===== src/rtl/txn_tag_pkg.sv =====
package txn_tag_pkg;

    typedef enum logic [1:0] {
        ISS_NONE = 2'd0,
        ISS_NEW  = 2'd1,
        ISS_JOIN = 2'd2
    } iss_kind_e;

endpackage


===== src/rtl/tag_free_pick.sv =====
module tag_free_pick #(
    parameter int NUM_TAGS = 8,
    parameter int IDX_W    = 3
) (
    input  logic [NUM_TAGS-1:0] free_vec,
    output logic                found,
    output logic [IDX_W-1:0]    idx
);

    always_comb begin
        found = 1'b0;
        idx   = '0;
        for (int i = NUM_TAGS - 1; i >= 0; i--) begin
            if (free_vec[i]) begin
                found = 1'b1;
                idx   = IDX_W'(i);
            end
        end
    end

endmodule


===== src/rtl/tag_issue_ctrl.sv =====
module tag_issue_ctrl
    import txn_tag_pkg::*;
#(
    parameter int NUM_TAGS = 8,
    parameter int IDX_W    = 3,
    parameter int TAG_W    = 4
) (
    input  logic                issue_valid,
    input  logic [TAG_W-1:0]    join_tag,
    input  logic                mem_ready,
    input  logic [NUM_TAGS-1:0] held_vec,
    input  logic [NUM_TAGS-1:0] full_vec,
    input  logic                pick_found,
    input  logic [IDX_W-1:0]    pick_idx,
    output iss_kind_e           kind,
    output logic [IDX_W-1:0]    slot,
    output logic [TAG_W-1:0]    tag_out,
    output logic                req_valid,
    output logic                err
);

    localparam logic [TAG_W-1:0] INV_TAG = '1;
    localparam logic [TAG_W-1:0] LIMIT   = TAG_W'(NUM_TAGS);

    logic             want_new;
    logic             in_range;
    logic [IDX_W-1:0] jidx;
    logic             tgt_ok;

    always_comb begin
        want_new  = (join_tag == INV_TAG);
        in_range  = (join_tag < LIMIT);
        jidx      = join_tag[IDX_W-1:0];
        tgt_ok    = 1'b0;
        slot      = '0;
        err       = 1'b0;
        kind      = ISS_NONE;
        if (issue_valid) begin
            if (want_new) begin
                if (pick_found) begin
                    tgt_ok = 1'b1;
                    slot   = pick_idx;
                end
            end else if (in_range && held_vec[jidx]) begin
                slot = jidx;
                if (!full_vec[jidx]) begin
                    tgt_ok = 1'b1;
                end
            end else begin
                err = 1'b1;
            end
            if (tgt_ok && mem_ready) begin
                kind = want_new ? ISS_NEW : ISS_JOIN;
            end
        end
        req_valid = tgt_ok;
        tag_out   = (kind != ISS_NONE) ? {1'b0, slot} : INV_TAG;
    end

endmodule


===== src/rtl/tag_slot.sv =====
module tag_slot #(
    parameter int CNT_W = 4
) (
    input  logic clk,
    input  logic rst_n,
    input  logic alloc,
    input  logic join_in,
    input  logic dec,
    input  logic rel,
    output logic held,
    output logic zero,
    output logic full
);

    typedef struct packed {
        logic             held;
        logic [CNT_W-1:0] cnt;
    } slot_t;

    slot_t st_d, st_q;

    always_comb begin
        st_d = st_q;
        if (alloc) begin
            st_d.held = 1'b1;
            st_d.cnt  = CNT_W'(1);
        end else if (st_q.held) begin
            st_d.cnt = st_q.cnt + CNT_W'(join_in) - CNT_W'(dec);
            if (rel) begin
                st_d.held = 1'b0;
            end
        end
    end

    always_ff @(posedge clk) begin
        if (!rst_n) begin
            st_q <= '0;
        end else begin
            st_q <= st_d;
        end
    end

    assign held = st_q.held;
    assign zero = (st_q.cnt == '0);
    assign full = &st_q.cnt;

endmodule


===== src/rtl/txn_tag_tracker.sv =====
module txn_tag_tracker
    import txn_tag_pkg::*;
#(
    parameter int NUM_TAGS = 8,
    parameter int CNT_W    = 4,
    parameter int ADDR_W   = 32,
    parameter int LEN_W    = 12,
    parameter int IDX_W    = (NUM_TAGS > 1) ? $clog2(NUM_TAGS) : 1,
    parameter int TAG_W    = IDX_W + 1
) (
    input  logic              clk,
    input  logic              rst_n,
    input  logic              issue_valid,
    input  logic [TAG_W-1:0]  issue_join_tag,
    input  logic [ADDR_W-1:0] issue_addr,
    input  logic [LEN_W-1:0]  issue_len,
    input  logic              issue_to_mem,
    output logic [TAG_W-1:0]  issue_tag,
    output logic              issue_err,
    output logic              mem_req_valid,
    input  logic              mem_req_ready,
    output logic [TAG_W-1:0]  mem_req_tag,
    output logic [ADDR_W-1:0] mem_req_addr,
    output logic [LEN_W-1:0]  mem_req_len,
    output logic              mem_req_to_mem,
    input  logic              cpl_valid,
    input  logic [TAG_W-1:0]  cpl_tag,
    input  logic              test_valid,
    input  logic [TAG_W-1:0]  test_tag,
    output logic              test_done,
    input  logic              wait_valid,
    input  logic [TAG_W-1:0]  wait_tag,
    output logic              wait_done
);

    logic [NUM_TAGS-1:0] tag_held;
    logic [NUM_TAGS-1:0] tag_zero;
    logic [NUM_TAGS-1:0] tag_full;
    logic [NUM_TAGS-1:0] alloc_vec, join_vec, dec_vec, rel_vec;
    logic [NUM_TAGS-1:0] qt_vec, qw_vec, ok_vec;

    logic             pick_found;
    logic [IDX_W-1:0] pick_idx;
    iss_kind_e        kind;
    logic [IDX_W-1:0] slot;

    tag_free_pick #(.NUM_TAGS(NUM_TAGS), .IDX_W(IDX_W)) u_pick (
        .free_vec (~tag_held),
        .found    (pick_found),
        .idx      (pick_idx)
    );

    tag_issue_ctrl #(.NUM_TAGS(NUM_TAGS), .IDX_W(IDX_W), .TAG_W(TAG_W)) u_ctrl (
        .issue_valid (issue_valid),
        .join_tag    (issue_join_tag),
        .mem_ready   (mem_req_ready),
        .held_vec    (tag_held),
        .full_vec    (tag_full),
        .pick_found  (pick_found),
        .pick_idx    (pick_idx),
        .kind        (kind),
        .slot        (slot),
        .tag_out     (issue_tag),
        .req_valid   (mem_req_valid),
        .err         (issue_err)
    );

    assign mem_req_tag    = {1'b0, slot};
    assign mem_req_addr   = issue_addr;
    assign mem_req_len    = issue_len;
    assign mem_req_to_mem = issue_to_mem;

    for (genvar i = 0; i < NUM_TAGS; i++) begin : g_slot
        localparam logic [TAG_W-1:0] MY_TAG = TAG_W'(i);

        always_comb begin
            alloc_vec[i] = (kind == ISS_NEW)  && (slot == IDX_W'(i));
            join_vec[i]  = (kind == ISS_JOIN) && (slot == IDX_W'(i));
            dec_vec[i]   = cpl_valid && (cpl_tag == MY_TAG) && tag_held[i] && !tag_zero[i];
            qt_vec[i]    = test_valid && (test_tag == MY_TAG);
            qw_vec[i]    = wait_valid && (wait_tag == MY_TAG);
            ok_vec[i]    = tag_held[i] && tag_zero[i] && !join_vec[i];
            rel_vec[i]   = (qt_vec[i] || qw_vec[i]) && ok_vec[i];
        end

        tag_slot #(.CNT_W(CNT_W)) u_slot (
            .clk     (clk),
            .rst_n   (rst_n),
            .alloc   (alloc_vec[i]),
            .join_in (join_vec[i]),
            .dec     (dec_vec[i]),
            .rel     (rel_vec[i]),
            .held    (tag_held[i]),
            .zero    (tag_zero[i]),
            .full    (tag_full[i])
        );
    end

    assign test_done = |(qt_vec & ok_vec);
    assign wait_done = |(qw_vec & ok_vec);

endmodule


===== config.mk =====
export PLATFORM = sky130hd
export DESIGN_NAME = txn_tag_tracker
export DESIGN_NICKNAME = d
export VERILOG_FILES = /design/src/rtl/txn_tag_pkg.sv /design/src/rtl/tag_free_pick.sv /design/src/rtl/tag_issue_ctrl.sv /design/src/rtl/tag_slot.sv /design/src/rtl/txn_tag_tracker.sv
export SDC_FILE = /design/constraint.sdc
export NUM_CORES = 1
export LEC_CHECK = 0
export BUFFER_PORTS_ARGS = -buffer_cell sky130_fd_sc_hd__buf_4
export CAP_MARGIN = 20
export CORE_MARGIN = 1
export CORE_UTILIZATION = 48
export DETAILED_ROUTE_END_ITERATION = 8
export PLACE_DENSITY = 0.78
export SLEW_MARGIN = 5
export SYNTH_ARGS = -nofsm -noshare
export SYNTH_HDL_FRONTEND = slang
export SYNTH_SLANG_ARGS = --single-unit

===== constraint.sdc =====
create_clock -name clk -period 3.9 [get_ports clk]
set_clock_uncertainty 0.2 [all_clocks]
set_input_delay 0.585 -clock clk [delete_from_list [all_inputs] [get_ports clk]]
set_output_delay 0.585 -clock clk [all_outputs]
set_load 0.1 [all_outputs]

Word-level counts from Yosys, hierarchy flattened. Cells that the tools add are included.

Multiply operators: 0. Reductions and logical operators: 145. Equality and inequality tests: 31. $add $sub $neg: 16. Bitwise logic cells: 4. Magnitude comparators: 2. Divide/modulo/power cells: 0. Shifts and indexed selects: 0. Mux-type cells: 61.

Operator list (number): 1-bit logical AND (82); 5-bit 2-to-1 mux (16); 4-bit by 3-bit == test with 1-bit output, second input constant (12); 4-bit logical NOT (11); 3-bit 2-to-1 mux (12); 4-bit by 1-bit adder with 4-bit output (8); 4-bit AND reduction (8); 4-bit by 1-bit subtractor with 4-bit output (8); 1-bit 2-to-1 mux (27); 4-bit by 2-bit == test with 1-bit output, second input constant (6); 2-bit nonzero test (9); 8-bit bitwise AND (2); 1-bit logical NOT (16); 2-bit OR reduction (8); 8-bit OR reduction (2); 3-bit == test, second input constant (4); 4-bit by 1-bit == test with 1-bit output, second input constant (3); 1-bit logical OR (8); 8-bit NOT (1); 1-bit binary-select mux with 3-bit select (2); 3-bit by 2-bit == test with 1-bit output, second input constant (2); 2-bit 2-to-1 mux (3); 4-bit == test, second input constant (1); 3-bit by 4-bit less-than comparator with 1-bit output, second input constant (1); other kinds (7) (7).

Logic and storage cells: 283. Bits in latches: 0. Bits in writable memories: 0. Bits of input ports: 68. ROM bits: 0. Memories: 0. Register bits: 40.

Longest topological paths before layout.
Word-level depth: 23. Mapped depth: 17.

Cells and area by module. A second synthesis with hierarchy kept.

Cells, all modules: 553. Area, all modules: 4438.0 um^2.

By module, submodules not included: tag_slot (sequential area each 100.1 um^2, times used 8, cells an instance 40, area each 355.3 um^2); txn_tag_tracker (sequential area each 0.0 um^2, times used 1, cells an instance 169, area each 1099.8 um^2); tag_issue_ctrl (sequential area each 0.0 um^2, times used 1, cells an instance 51, area each 415.4 um^2); tag_free_pick (sequential area each 0.0 um^2, times used 1, cells an instance 13, area each 80.1 um^2).

Least setup slack after synthesis. No wires, ideal clock.

Path type: input to output. From: in issue_join_tag[1]. To: out issue_tag[1]. Buffers on the path: 1. Slack: -833 ps. Arrival: 3948 ps. Cell stages on the path: 8. Required time: 3115 ps. Path through: buf_2 > and2_1 > a221o_1 > nor2_2 > nand3_1 > a21oi_1 > and2_1 > nand2b_1.

Cells in the longest elaborated chain, start to end: 11. Elaborated cells on any way between the ends: 20. Those cells by class: 1 x order compare; 1 x eq/ne; 15 x mux; 3 x reduce/logical.

RTL lines: from (decl) (line txn_tag_tracker.sv:14) `input logic [TAG_W-1:0] issue_join_tag,`; 1-bit binary-select mux with 3-bit select (on tied branches) (line tag_issue_ctrl.sv:46, tag_issue_ctrl.sv:44); 1-bit 2-to-1 mux (on tied branches) (line tag_issue_ctrl.sv:46, tag_issue_ctrl.sv:44); 1-bit 2-to-1 mux or 1-bit logical AND (tied branches) (line tag_issue_ctrl.sv:46, tag_issue_ctrl.sv:44); 1-bit 2-to-1 mux (line tag_issue_ctrl.sv:44) `end else if (in_range && held_vec[jidx]) begin`; 1-bit 2-to-1 mux (line tag_issue_ctrl.sv:39) `if (want_new) begin`; 1-bit 2-to-1 mux (line tag_issue_ctrl.sv:38) `if (issue_valid) begin`; 1-bit logical AND (line tag_issue_ctrl.sv:52) `if (tgt_ok && mem_ready) begin`; 2-bit 2-to-1 mux (line tag_issue_ctrl.sv:52); 2-bit 2-to-1 mux (line tag_issue_ctrl.sv:38); 2-bit nonzero test (line tag_issue_ctrl.sv:57) `tag_out = (kind != ISS_NONE) ? {1'b0, slot} : INV_TAG;`; 4-bit 2-to-1 mux * (line tag_issue_ctrl.sv:57); to (decl) (line txn_tag_tracker.sv:18) `output logic [TAG_W-1:0] issue_tag,`.

Every way passes the cells marked *; elsewhere a longest branch is shown, timed or not. The select of a mux whose other input is x is not followed.

Final worst setup path.
From: in issue_join_tag[1]. To: out wait_done.

Cells in the longest elaborated chain, start to end: 15. Elaborated cells on any way between the ends: 53. Those cells by class: 1 x order compare; 9 x eq/ne; 14 x mux; 1 x bitwise; 28 x reduce/logical.

RTL lines: 1-bit binary-select mux with 3-bit select (on tied branches) (line tag_issue_ctrl.sv:46, tag_issue_ctrl.sv:44); 1-bit 2-to-1 mux (on tied branches) (line tag_issue_ctrl.sv:46, tag_issue_ctrl.sv:44); 1-bit 2-to-1 mux or 1-bit logical AND (tied branches) (line tag_issue_ctrl.sv:46, tag_issue_ctrl.sv:44); 1-bit 2-to-1 mux (line tag_issue_ctrl.sv:44); 1-bit 2-to-1 mux (line tag_issue_ctrl.sv:39); 1-bit 2-to-1 mux (line tag_issue_ctrl.sv:38); 1-bit logical AND (line tag_issue_ctrl.sv:52); 2-bit 2-to-1 mux (line tag_issue_ctrl.sv:52); 2-bit 2-to-1 mux (line tag_issue_ctrl.sv:38); 2-bit == test (line txn_tag_tracker.sv:78) `join_vec[i] = (kind == ISS_JOIN) && (slot == IDX_W'(i));`; 1-bit logical AND (line txn_tag_tracker.sv:78); 1-bit logical NOT (line txn_tag_tracker.sv:82) `ok_vec[i] = tag_held[i] && tag_zero[i] && !join_vec[i];`; 1-bit logical AND (line txn_tag_tracker.sv:82); 8-bit bitwise AND * (line txn_tag_tracker.sv:100) `assign wait_done = |(qw_vec & ok_vec);`; 8-bit OR reduction * (line txn_tag_tracker.sv:100); to (decl) (line txn_tag_tracker.sv:33) `output logic wait_done`.

Marks and branches as above.

==> out/results.tsv <==
metric	value	unit
ir_drop	127	uV
p_leak	1.78	nW
dp_cells	632	
yosys.area_share.xor_xnor	0.0338	
finalSetupViolCount	0	
synth_top_family_by_area	simple AND/OR/NAND/NOR gates	
post-route-util	0.536	
setup_slack	66.4	ps
cts_tree	built	
die_w	95	um
via_count	3753	
nFillCells	789	
grt_start_max_net_pins	33	
reg2regPathDepth	12	
synthCells	534	
num_rows	33	
ys.flop_type	dfxtp_1	
drt_iter0_drc	225	
cts_hold_buf	0	
synthDominantCellAreaShare	0.193	
synthAdderAreaFrac	0.183	
first_pass_iters	5	
synth_edf_count	0	
place_ws	-50.6	ps
worstSetupStartpointType	input pin	
synth_async_sr_flop_share	0	
yosysTopAreaCell	dfxtp_1	
min_period_over_period	0.983	
cp-end-kind	output pin	
path_clk_slew	70	ps
setup-tns-final	0	ps
die_area	9030	um^2
netlist_area	4150	um^2
grt-ovfl-total	0	
hold_viol	0	
h-tree-depth	2	
finalNetCount	658	
syn-num-nets	658	
route.detailed.drc	0	
die_h	95	um
synth_compound_area_frac	0.164	
postPlaceCellArea	4330	um^2
grt_usage	0.236	
wl_per_cell	16.0	um
synth_cell_types	55	
synth_mux_area_frac	0.0389	
instances_no_fill	639	
clockRootBuffer	clkbuf_8	
n_antenna_cell	0	
critical_path_class	input pin to output pin	
clkLatencyLatePin	300	ps
gp_congestion	0.951	
yosys_warnings	0	
num_io_pins	125	
syn_area_per_cell	7.77	um^2
cts.sinks	40	
numCtsBuffers	5	
ant_nets	0	
max_freq	0.261	GHz
final_cell_mix	inv_1 (57), buf_4 (55), ha_1 (48)	
relSlewSlack	0.576	
arrival	3050	ps
totalPowerFinal	0.803	mW
initial_utilization	0.500	
grt_pass1_wl	16500	um
antenna_found_initial	0	
io_buffers	33	
whs_path_depth	2	
cp_max_fo	8	
cts_setup_buffers	0	
grt_pass1_vias	3526	
drive_above_1_share	0.163	
crit_required	3120	ps
routed_wl	10200	um
power_density	181	nW/um^2
ys_seq_area_frac	0.193	
synthToLayoutAreaGrowth	7.11	%
vias_per_cell	5.87	
drv_cap	0	
slew_viol_final	0	
outcome	complete, no violations	
hold_ws	326	ps
ys_top_cells_by_area	dfxtp_1 (19%), ha_1 (14%), buf_4 (8.3%), inv_1 (5.2%), fa_1 (3.9%)	
dp_hpwl	8140	um
fin_crit	3830	ps
clockBufferDepth	2	
mostFrequentLayoutCell	inv_1	
postLayoutCellArea	4450	um^2
synth.ff_latch_count	40	
synth-simple-area-share	0.232	
hp-class	flip-flop to flip-flop	
max_slew.worst_pin.slew	635	ps
core	8300	um^2
==> cells by family (layout without fill, tap and decap cells) <==
family,after synthesis,in the layout
buffers and inverters,122,122
DFF,40,40
AOI/OAI and AO/OA,101,101
muxes,16,16
and+or+nand+nor,182,182
adders and majority gates,56,56
xor gates and xnor gates,16,16
other,1,1
==> registers in the layout, indices dropped and copies added (netlist names) <==
signal and cells:
g_slot.u_slot.held 8, g_slot.u_slot.st_q 32
==> Yosys cell counts (all sizes together), types with 13 or more instances <==
master and count:
o21ai 21, inv 57, nand3 19, xnor2 15
ha 48, a21oi 19, nor2 40, mux2i 15
buf 52, dfxtp 40, nand2 36, nor3 14
a21boi 16, clkbuf 13
==> final timing paths <==
check	start	to	slack, ps
worst min register to register	g_slot[2].u_slot.st_q[3]$_SDFFE_PP0P_	g_slot[2].u_slot.st_q[3]$_SDFFE_PP0P_	330
worst max register to register	g_slot[5].u_slot.held$_SDFF_PN0_	g_slot[1].u_slot.st_q[2]$_SDFFE_PP0P_	360
worst max-delay path	issue_join_tag[1]	wait_done	70
worst min-delay path	g_slot[2].u_slot.st_q[3]$_SDFFE_PP0P_	g_slot[2].u_slot.st_q[3]$_SDFFE_PP0P_	330
==> routing by layer <==
metal | part of all wire | track usage | vias up
li1 | - | - | 1812
met3 | 0.069 | 0.0338 | 26
met1 | 0.44 | 0.310 | 1781
met5 | 0 | 0 | -
met2 | 0.47 | 0.403 | 134
met4 | 0.019 | 0.0606 | 0
==> report_power, final <==
part	leakage (nW)	total [mW]	switching, mW	internal (mW)
Clock	0.0410	0.269	0.147	0.122
Sequential	0.324	0.409	0.000877	0.409
Combinational	1.42	0.125	0.0810	0.0443
Total	1.78	0.803	0.229	0.575
==> worst max-delay path: stages <==
cell       delay, ps
buf_4            150
and2_1           160
a221o_1          390
a211o_1          290
a211o_4          380
o2111ai_1        220
nand4_1          120
or4_4            560
buf_8            190
==> repair_timing <==
action / 4_1_cts / 5_1_grt
hold endpoints to repair: 0 / 0
endpoints found under the setup margin: 0 / 2
gates resized for setup: 0 / 11
==> cell type report <==
| class | count | area [um^2] | area share |
|---|---|---|---|
| multi-input combinational | 372 | 2750 | 0.619 |
| tap | 105 | 131 | 0.0295 |
| clock inverter | 1 | 5.00 | 0.00113 |
| sequential | 40 | 805 | 0.181 |
| inverter | 57 | 214 | 0.0481 |
| clock buffer | 6 | 72.6 | 0.0163 |
| timing repair buffer | 58 | 468 | 0.105 |
No activity file was read; power rests on OpenSTA's default activity.
